===== config.mk =====
export PLATFORM = sky130hd
export DESIGN_NAME = tbt_core
export DESIGN_NICKNAME = d
export VERILOG_FILES = /design/src/rtl/tbt_pkg.sv /design/src/rtl/tbt_prescaler.sv /design/src/rtl/tbt_tap_events.sv /design/src/rtl/tbt_interval.sv /design/src/rtl/tbt_watchdog.sv /design/src/rtl/tbt_core.sv
export SDC_FILE = /design/constraint.sdc
export NUM_CORES = 1
export LEC_CHECK = 0
export CAP_MARGIN = 20
export CORE_UTILIZATION = 51
export CTS_CLUSTER_DIAMETER = 100
export DETAILED_ROUTE_END_ITERATION = 6
export PLACE_DENSITY_LB_ADDON = 0.05
export SYNTH_ARGS = -nofsm -noshare
export SYNTH_HDL_FRONTEND = slang
export SYNTH_HIERARCHICAL = 1
export SYNTH_SLANG_ARGS = --single-unit

===== constraint.sdc =====
create_clock -name clk_i -period 1.7 [get_ports clk_i]
set_input_delay 0.34 -clock clk_i [delete_from_list [all_inputs] [get_ports clk_i]]
set_output_delay 0.34 -clock clk_i [all_outputs]
set_load 0.005 [all_outputs]

===== src/rtl/tbt_pkg.sv =====
package tbt_pkg;

  localparam int NUM_TAPS = 4;
  localparam int SEL_W    = 2;
  localparam int WD_W     = 2;

  typedef logic [SEL_W-1:0] tap_sel_t;

  // Bit k goes 0 -> 1 when the counter steps from cur to cur+1
  function automatic logic bit_rises(input logic [31:0] cur, input int k);
    logic [31:0] nxt;
    nxt = cur + 32'd1;
    return ~cur[k] & nxt[k];
  endfunction

  // Bit k goes 1 -> 0 when the counter steps from cur to cur+1
  function automatic logic bit_falls(input logic [31:0] cur, input int k);
    logic [31:0] nxt;
    nxt = cur + 32'd1;
    return cur[k] & ~nxt[k];
  endfunction

endpackage


===== src/rtl/tbt_prescaler.sv =====
module tbt_prescaler #(
  parameter int CNT_W = 18
) (
  input  logic             clk_i,
  input  logic             rst_ni,
  input  logic             clr_i,
  output logic             adv_o,
  output logic [CNT_W-1:0] cnt_o
);
  logic             half_q;
  logic [CNT_W-1:0] cnt_q;

  always_ff @(posedge clk_i or negedge rst_ni) begin
    if (!rst_ni) begin
      half_q <= 1'b0;
      cnt_q  <= '0;
    end else if (clr_i) begin
      half_q <= 1'b0;
      cnt_q  <= '0;
    end else begin
      half_q <= ~half_q;
      if (half_q) cnt_q <= cnt_q + 1'b1;
    end
  end

  // The counter steps on this edge
  assign adv_o = half_q & ~clr_i;
  assign cnt_o = cnt_q;
endmodule


===== src/rtl/tbt_tap_events.sv =====
module tbt_tap_events #(
  parameter int CNT_W = 18,
  parameter int TAP0  = 10,
  parameter int TAP1  = 12,
  parameter int TAP2  = 14,
  parameter int TAP3  = 17
) (
  input  logic              adv_i,
  input  logic [CNT_W-1:0]  cnt_i,
  input  tbt_pkg::tap_sel_t sel_i,
  output logic              rise_o,
  output logic              fall_o
);
  logic [tbt_pkg::NUM_TAPS-1:0] rise_v;
  logic [tbt_pkg::NUM_TAPS-1:0] fall_v;
  logic [31:0]                  cur;

  assign cur = 32'(cnt_i);

  for (genvar g = 0; g < tbt_pkg::NUM_TAPS; g++) begin : g_tap
    localparam int K = (g == 0) ? TAP0 : (g == 1) ? TAP1 : (g == 2) ? TAP2 : TAP3;
    assign rise_v[g] = adv_i & tbt_pkg::bit_rises(cur, K);
    assign fall_v[g] = adv_i & tbt_pkg::bit_falls(cur, K);
  end

  assign rise_o = rise_v[sel_i];
  assign fall_o = fall_v[sel_i];
endmodule


===== src/rtl/tbt_interval.sv =====
module tbt_interval (
  input  logic              clk_i,
  input  logic              rst_ni,
  input  logic              wr_i,
  input  tbt_pkg::tap_sel_t sel_i,
  input  logic              ie_i,
  input  logic              fall_i,
  input  logic              ack_i,
  output tbt_pkg::tap_sel_t sel_o,
  output logic              flag_o,
  output logic              irq_o
);
  tbt_pkg::tap_sel_t sel_q;
  logic              ie_q;
  logic              flag_q;

  always_ff @(posedge clk_i or negedge rst_ni) begin
    if (!rst_ni) begin
      sel_q  <= '0;
      ie_q   <= 1'b0;
      flag_q <= 1'b0;
    end else begin
      if (wr_i) begin
        sel_q <= sel_i;
        ie_q  <= ie_i;
      end
      if (fall_i)     flag_q <= 1'b1;
      else if (ack_i) flag_q <= 1'b0;
    end
  end

  assign sel_o  = sel_q;
  assign flag_o = flag_q;
  assign irq_o  = flag_q & ie_q;
endmodule


===== src/rtl/tbt_watchdog.sv =====
module tbt_watchdog (
  input  logic              clk_i,
  input  logic              rst_ni,
  input  logic              wr_i,
  input  tbt_pkg::tap_sel_t sel_i,
  input  logic              en_i,
  input  logic              wd_clr_i,
  input  logic              cnt_clr_i,
  input  logic              rise_i,
  output tbt_pkg::tap_sel_t sel_o,
  output logic              en_o,
  output logic              rst_o
);
  localparam logic [tbt_pkg::WD_W-1:0] WD_MAX = '1;

  tbt_pkg::tap_sel_t         sel_q;
  logic                      en_q;
  logic [tbt_pkg::WD_W-1:0]  wcnt_q;
  logic                      rst_q;

  always_ff @(posedge clk_i or negedge rst_ni) begin
    if (!rst_ni) begin
      sel_q  <= '0;
      en_q   <= 1'b0;
      wcnt_q <= '0;
      rst_q  <= 1'b0;
    end else begin
      rst_q <= 1'b0;
      if (wr_i) begin
        sel_q <= sel_i;
        if (en_i) en_q <= 1'b1;
      end
      if (cnt_clr_i || wd_clr_i || !en_q) begin
        wcnt_q <= '0;
      end else if (rise_i) begin
        if (wcnt_q == WD_MAX) begin
          wcnt_q <= '0;
          rst_q  <= 1'b1;
        end else begin
          wcnt_q <= wcnt_q + 1'b1;
        end
      end
    end
  end

  assign sel_o = sel_q;
  assign en_o  = en_q;
  assign rst_o = rst_q;
endmodule


===== src/rtl/tbt_core.sv =====
module tbt_core #(
  parameter int CNT_W = 18,
  parameter int TAP0  = 10,
  parameter int TAP1  = 12,
  parameter int TAP2  = 14,
  parameter int TAP3  = 17
) (
  input  logic       clk_i,
  input  logic       rst_ni,
  input  logic       tb_clr_i,
  input  logic       ivl_wr_i,
  input  logic [1:0] ivl_sel_i,
  input  logic       ivl_ie_i,
  input  logic       irq_ack_i,
  output logic       irq_o,
  input  logic       wd_wr_i,
  input  logic [1:0] wd_sel_i,
  input  logic       wd_en_i,
  input  logic       wd_clr_i,
  output logic       sys_rst_o
);
  logic              adv;
  logic [CNT_W-1:0]  tb_cnt;
  tbt_pkg::tap_sel_t ivl_sel;
  tbt_pkg::tap_sel_t wd_sel;
  logic              ivl_fall;
  logic              ivl_rise_unused;
  logic              wd_rise;
  logic              wd_fall_unused;
  logic              ivl_flag;
  logic              wd_en;

  tbt_prescaler #(.CNT_W(CNT_W)) u_pre (
    .clk_i (clk_i), .rst_ni(rst_ni), .clr_i(tb_clr_i),
    .adv_o (adv),   .cnt_o (tb_cnt)
  );

  tbt_tap_events #(.CNT_W(CNT_W), .TAP0(TAP0), .TAP1(TAP1), .TAP2(TAP2), .TAP3(TAP3)) u_ivl_tap (
    .adv_i(adv), .cnt_i(tb_cnt), .sel_i(ivl_sel),
    .rise_o(ivl_rise_unused), .fall_o(ivl_fall)
  );

  tbt_tap_events #(.CNT_W(CNT_W), .TAP0(TAP0), .TAP1(TAP1), .TAP2(TAP2), .TAP3(TAP3)) u_wd_tap (
    .adv_i(adv), .cnt_i(tb_cnt), .sel_i(wd_sel),
    .rise_o(wd_rise), .fall_o(wd_fall_unused)
  );

  tbt_interval u_ivl (
    .clk_i (clk_i),    .rst_ni(rst_ni),
    .wr_i  (ivl_wr_i), .sel_i (ivl_sel_i), .ie_i(ivl_ie_i),
    .fall_i(ivl_fall), .ack_i (irq_ack_i),
    .sel_o (ivl_sel),  .flag_o(ivl_flag),  .irq_o(irq_o)
  );

  tbt_watchdog u_wd (
    .clk_i   (clk_i),    .rst_ni   (rst_ni),
    .wr_i    (wd_wr_i),  .sel_i    (wd_sel_i), .en_i(wd_en_i),
    .wd_clr_i(wd_clr_i), .cnt_clr_i(tb_clr_i), .rise_i(wd_rise),
    .sel_o   (wd_sel),   .en_o     (wd_en),    .rst_o(sys_rst_o)
  );
endmodule


# Word level (Yosys, flattened, before mapping)
# Index checks and enable logic that the tools add are counted.
op_classes:
  addsub: 3
  order_cmp: 2
  n_eq_ne: 1
  mux: 15
  n_bitwise: 28
  n_reduce_logical: 7
ops:
  columns: ["cell", "n"]
  rows:
  - ["adder 18 x 1 -> 18 bit, second input constant", 2]
  - ["two-way mux 18 bit", 2]
  - ["bitwise AND 1 bit", 18]
  - ["NOT 1 bit", 10]
  - ["two-way mux 1 bit", 8]
  - ["< comparator 2 x 3 -> 1 bit, second input constant", 2]
  - ["two-way mux 2 bit", 3]
  - ["nonzero test 2 bit", 3]
  - ["binary-select mux 1 bit (select 2 bit)", 2]
  - ["adder 2 x 1 -> 2 bit, second input constant", 1]
  - ["equality test 2 bit, second input constant", 1]
  - ["logical OR 1 bit", 2]
  - ["AND reduction 2 bit", 1]
  - ["zero test 1 bit", 1]
word_totals:
  regBits: 29
  input_bits: 13

# Logic depth before layout (Yosys ltp)
# Gate-level depths: netlist of the first run.
logic_depth:
  depth_word: 7
  depth_mapped: 7

# Cells and area by module
# Netlist of the first run, hierarchy kept.
by_module_without_submodules:
  columns: ["module", "instances", "cells_per_inst", "area_each_um2", "seq_area_each_um2"]
  rows:
  - ["tbt_prescaler", 1, 94, 939.7, 475.5]
  - ["tbt_tap_events", 2, 19, 127.6, 0.0]
  - ["tbt_watchdog", 1, 18, 246.5, 150.1]
  - ["tbt_interval", 1, 10, 151.4, 100.1]

# Least setup slack after synthesis of the first run
# Ideal clock, no wire load.
synth_path:
  path_type: "input to register"
  from: "input tb_clr_i"
  to: "register u_wd/wcnt_q[0] (netlist name)"
  arrival_time_ns: 1.821
  path_slack_ns: -0.195
  path_stages: 7
  path_buffers: 1
  path_cell_list: "clkbuf_1 > nor2b_1 > or2b_1 > o221ai_1 > o2111a_1 > or3b_1 > a21oi_2"
synth_between:
  elab_chain_len: 6
  elab_cells_between_ends: 12
  classes_between: "3 x mux; 6 x bitwise; 3 x reduce/logical"
synth_lines:
  columns: ["item", "line_no", "rtl"]
  rows:
  - ["start: declaration", "tbt_core.sv:10", "input logic tb_clr_i,"]
  - ["NOT 1 bit *", "tbt_prescaler.sv:27", "assign adv_o = half_q & ~clr_i;"]
  - ["bitwise AND 1 bit *", "tbt_prescaler.sv:27", null]
  - ["via adv", "tbt_core.sv:22", "logic adv;"]
  - ["bitwise AND 1 bit", "tbt_tap_events.sv:22", "assign rise_v[g] = adv_i & tbt_pkg::bit_rises(cur, K);"]
  - ["binary-select mux 1 bit (select 2 bit) *", "tbt_tap_events.sv:26", "assign rise_o = rise_v[sel_i];"]
  - ["two-way mux 1 bit (implied by the code) *", "tbt_tap_events.sv:26", null]
  - ["via wd_rise", "tbt_core.sv:28", "logic wd_rise;"]
  - ["nonzero test 2 bit (no source line) *", null, null]
  - ["end signal: assignment", "tbt_watchdog.sv:40", "wcnt_q <= wcnt_q + 1'b1;"]
  - ["end: declaration", "tbt_watchdog.sv:18", "logic [tbt_pkg::WD_W-1:0] wcnt_q;"]
# Mark *: on every way through the listed nets, which the timed path passes. The rest lies on a longest branch. The select of a mux whose other input is x is not followed.
# A chain may end at the register's enable or synchronous reset.

# Worst setup path after layout of the first run
layout_path:
  from: "register u_pre.cnt_q[0], in the netlist u_pre/cnt_o[0]"
  to: "register u_pre.cnt_q[12], in the netlist u_pre/cnt_o[12]"
layout_between:
  elab_chain_len: 3
layout_lines:
  columns: ["item", "line_no", "rtl"]
  rows:
  - ["start: declaration", "tbt_prescaler.sv:11", "logic [CNT_W-1:0] cnt_q;"]
  - ["start signal: assignment", "tbt_prescaler.sv:22", "if (half_q) cnt_q <= cnt_q + 1'b1;"]
  - ["adder 18 x 1 -> 18 bit", "tbt_prescaler.sv:22", null]
  - ["two-way mux 18 bit", "tbt_prescaler.sv:22", null]
  - ["two-way mux 18 bit", "tbt_prescaler.sv:17", "end else if (clr_i) begin"]
# Every way passes these cells. The select of a mux whose other input is x is not followed.

==> results of run 1 <==
worst min path at each step:
stage	from	slack [ps]	end
finish	rst_ni	370	u_wd/rst_o
global placement	u_wd/en_o	440	u_wd/en_o
floorplan	rst_ni	40	u_ivl/flag_o
global route	rst_ni	410	u_ivl/sel_o[0]
detailed placement	u_wd/en_o	440	u_wd/en_o
CTS	rst_ni	360	u_ivl/sel_o[0]
flip-flops by register name, indices dropped and copies added (netlist names):
| register | count |
|---|---|
| u_pre/half_q | 1 |
| u_wd/en_o | 1 |
| u_ivl/flag_o | 1 |
| u_wd/wcnt_q | 2 |
| u_wd/sel_o | 2 |
| u_ivl/ie_q | 1 |
| u_ivl/sel_o | 2 |
| u_pre/cnt_o | 18 |
| u_wd/rst_o | 1 |
worst register-to-register path, delay by kind of cell (launching register included):
kind | cells | cell delay (ps)
xor+xnor | 1 | 170
simple gates | 3 | 630
flops | 1 | 400
fa+ha+maj | 1 | 180
buf+inv | 1 | 210
metal layers:
metal | GRT usage [%] | vias to the layer above
met3 | 6.05 | 14
met5 | 0 | -
met1 | 27.9 | 601
met2 | 38.8 | 40
met4 | 19.2 | 0
li1 | - | 608
where the power goes:
part / switching, µW / internal [µW] / leakage [µW]
registers: 17.5 / 707 / 0.000383
logic: 49.8 / 67.5 / 0.000376
clock network: 250 / 351 / 0.0000455
total: 317 / 1130 / 0.000805
layout make-up:
cell class	instances	area, µm²	share of cell area, %
sequential	29	728	37.8
timing repair buffer	34	297	15.4
clock buffer	7	55.1	2.86
inverter	3	11.3	0.584
tap	31	38.8	2.01
clock inverter	1	30.0	1.56
multi-input combinational	111	767	39.8
per-stage QoR:
| step | power [µW] | utilization (%) | TNS, ps | area [µm²] | std cells |
|---|---|---|---|---|---|
| 6_report | 1440 | 69.9 | 0 | 1930 | 216 |
| 5_1_grt | 1500 | 69.9 | -101 | 1930 | 216 |
| 3_5_place_dp | 851 | 65.1 | -617 | 1800 | 206 |
| 4_1_cts | 1460 | 68.2 | 0 | 1880 | 214 |
| 3_3_place_gp | 846 | 65.1 | -503 | 1800 | 206 |
| 2_1_floorplan | 783 | - | 0 | 1500 | 146 |
what timing repair did:
| item | CTS | global route |
|---|---|---|
| pin swaps | 0 | 2 |
| gates resized for setup | 1 | 7 |
| buffers inserted | 0 | 2 |
| setup endpoints to repair | 1 | 6 |
==> metrics, run 1 <==
grt total ovfl=0; fin crit share=between 90 and 100%; vias=approximately 1.3k; Area Growth Syn to Fin=29.1%; endpoints failing hold=0; Iter 0 DRT Violations=32; yosys warns=6; Worst Path Max Fanout=3; most common library cell in the layout ignoring fill and taps=dfrtp_1; RR Startpoint=u_pre/cnt_o[0]; total stage count of the critical path=6; layout cells sized above 1=24.3%; Critical Path Start=u_pre/cnt_o[0]; # port buffers=14; Die Ht=56.1 µm; Total Wirelength=between 3 and 4 mm; Worst Hold Class=primary input to asynchronous set/reset pin; Max Cap Viol=0; headroom to the max-slew limit=74.5%; max frequency=~590 MHz; final setup vio count=0; CTS tree=done; ant diodes=0; WHS=between 300 and 400 ps; Top delay family on crit path=simple AND/OR/NAND/NOR gates; Worst EP arrival=about 1900 ps; R2R depth=6; final worst path period need=1700 ps; Synth Net Count=between 150 and 200; Netlist Area Pre-Place=between 0.001 and 0.0015 mm²; routed metal-1 wire length=1.36 mm; CTS Sinks=29; fin. max-slew vios=0; total core area=0.00276 mm²; GRT Util Overall=24.4%; Critical Path RT=1930 ps; CTS buffer count=5; CP bufs+invs=1; WL met3=157 µm; NumNets Final=slightly below 200; initial antenna violation count=0; synthesized area per cell=around 10 µm²; Die ar.=roughly 0.0031 mm²; worst path cell trace=ha_1 > nand4_1 > buf_4 > nor4_1 > xnor2_1 > nor2_1; vias in the first global route=1297; P_leak=0.000805 µW; pin count of the biggest net entering global routing=30; root buffer cell=clkbuf_4; status=finished, final reports clean; CP peak stage delay=400 ps; worst ir drop on vdd=about 0.83 mV; Worst-Margin Slew=378 ps; vias per cell=between 5 and 6; routed length per instance=~16 µm; Row Count=19; min setup slack post-route=roughly 1.7 ps; Cells after Synth=approximately 150; CP endpoint=u_pre/cnt_o[12]; DRT Pass-1 Iters=4; pre-CTS worst setup slack=-317 ps; clock slew at reported path FFs=roughly 100 ps; R2R Setup Slk=~1.7 ps; PD cells=approximately 750 mW/mm²; DP Wirelength=roughly 2.3 mm; RSZ-0062 raised after global routing=yes; top sig layer=met4; H-Tree Depth=2; GP Congestion=between 0.8 and 0.9; Hold Buf Count CTS=0; first-pass GRT wire length=around 5.7 mm; Reg-to-Reg End=u_pre/cnt_o[12]; post-route ant nets=0; Setup Skew=about 14 ps; DRC Markers=0; clk buf depth=2; Starting Density=a little over half; most frequent cells in the layout=dfrtp_1, buf_4, nor2_1, clkdlybuf4s50_1; die width=~56 µm; Skew-Pair Late Insertion Delay=340 ps; CP endpoint kind=register; Startpoint Class=register; layout filler cell count=just over 200; IO Pins=15; slowest cell on the critical path=dfrtp_1; worst setup path category=register to register; routed wl met2=between 1.5 and 2 mm
No activity file was read; power rests on OpenSTA's default activity.
==> run 2: changes to the inputs <==
--- a/config.mk
+++ b/config.mk
@@ -7,7 +7,7 @@
 export LEC_CHECK = 0
 export CAP_MARGIN = 20
 export CORE_UTILIZATION = 51
-export CTS_CLUSTER_DIAMETER = 100
+export CTS_CLUSTER_DIAMETER = 80
 export DETAILED_ROUTE_END_ITERATION = 6
 export PLACE_DENSITY_LB_ADDON = 0.05
 export SYNTH_ARGS = -nofsm -noshare
==> results of run 2 <==
No change in the layout: final DEF, timing and power equal those of run 1.
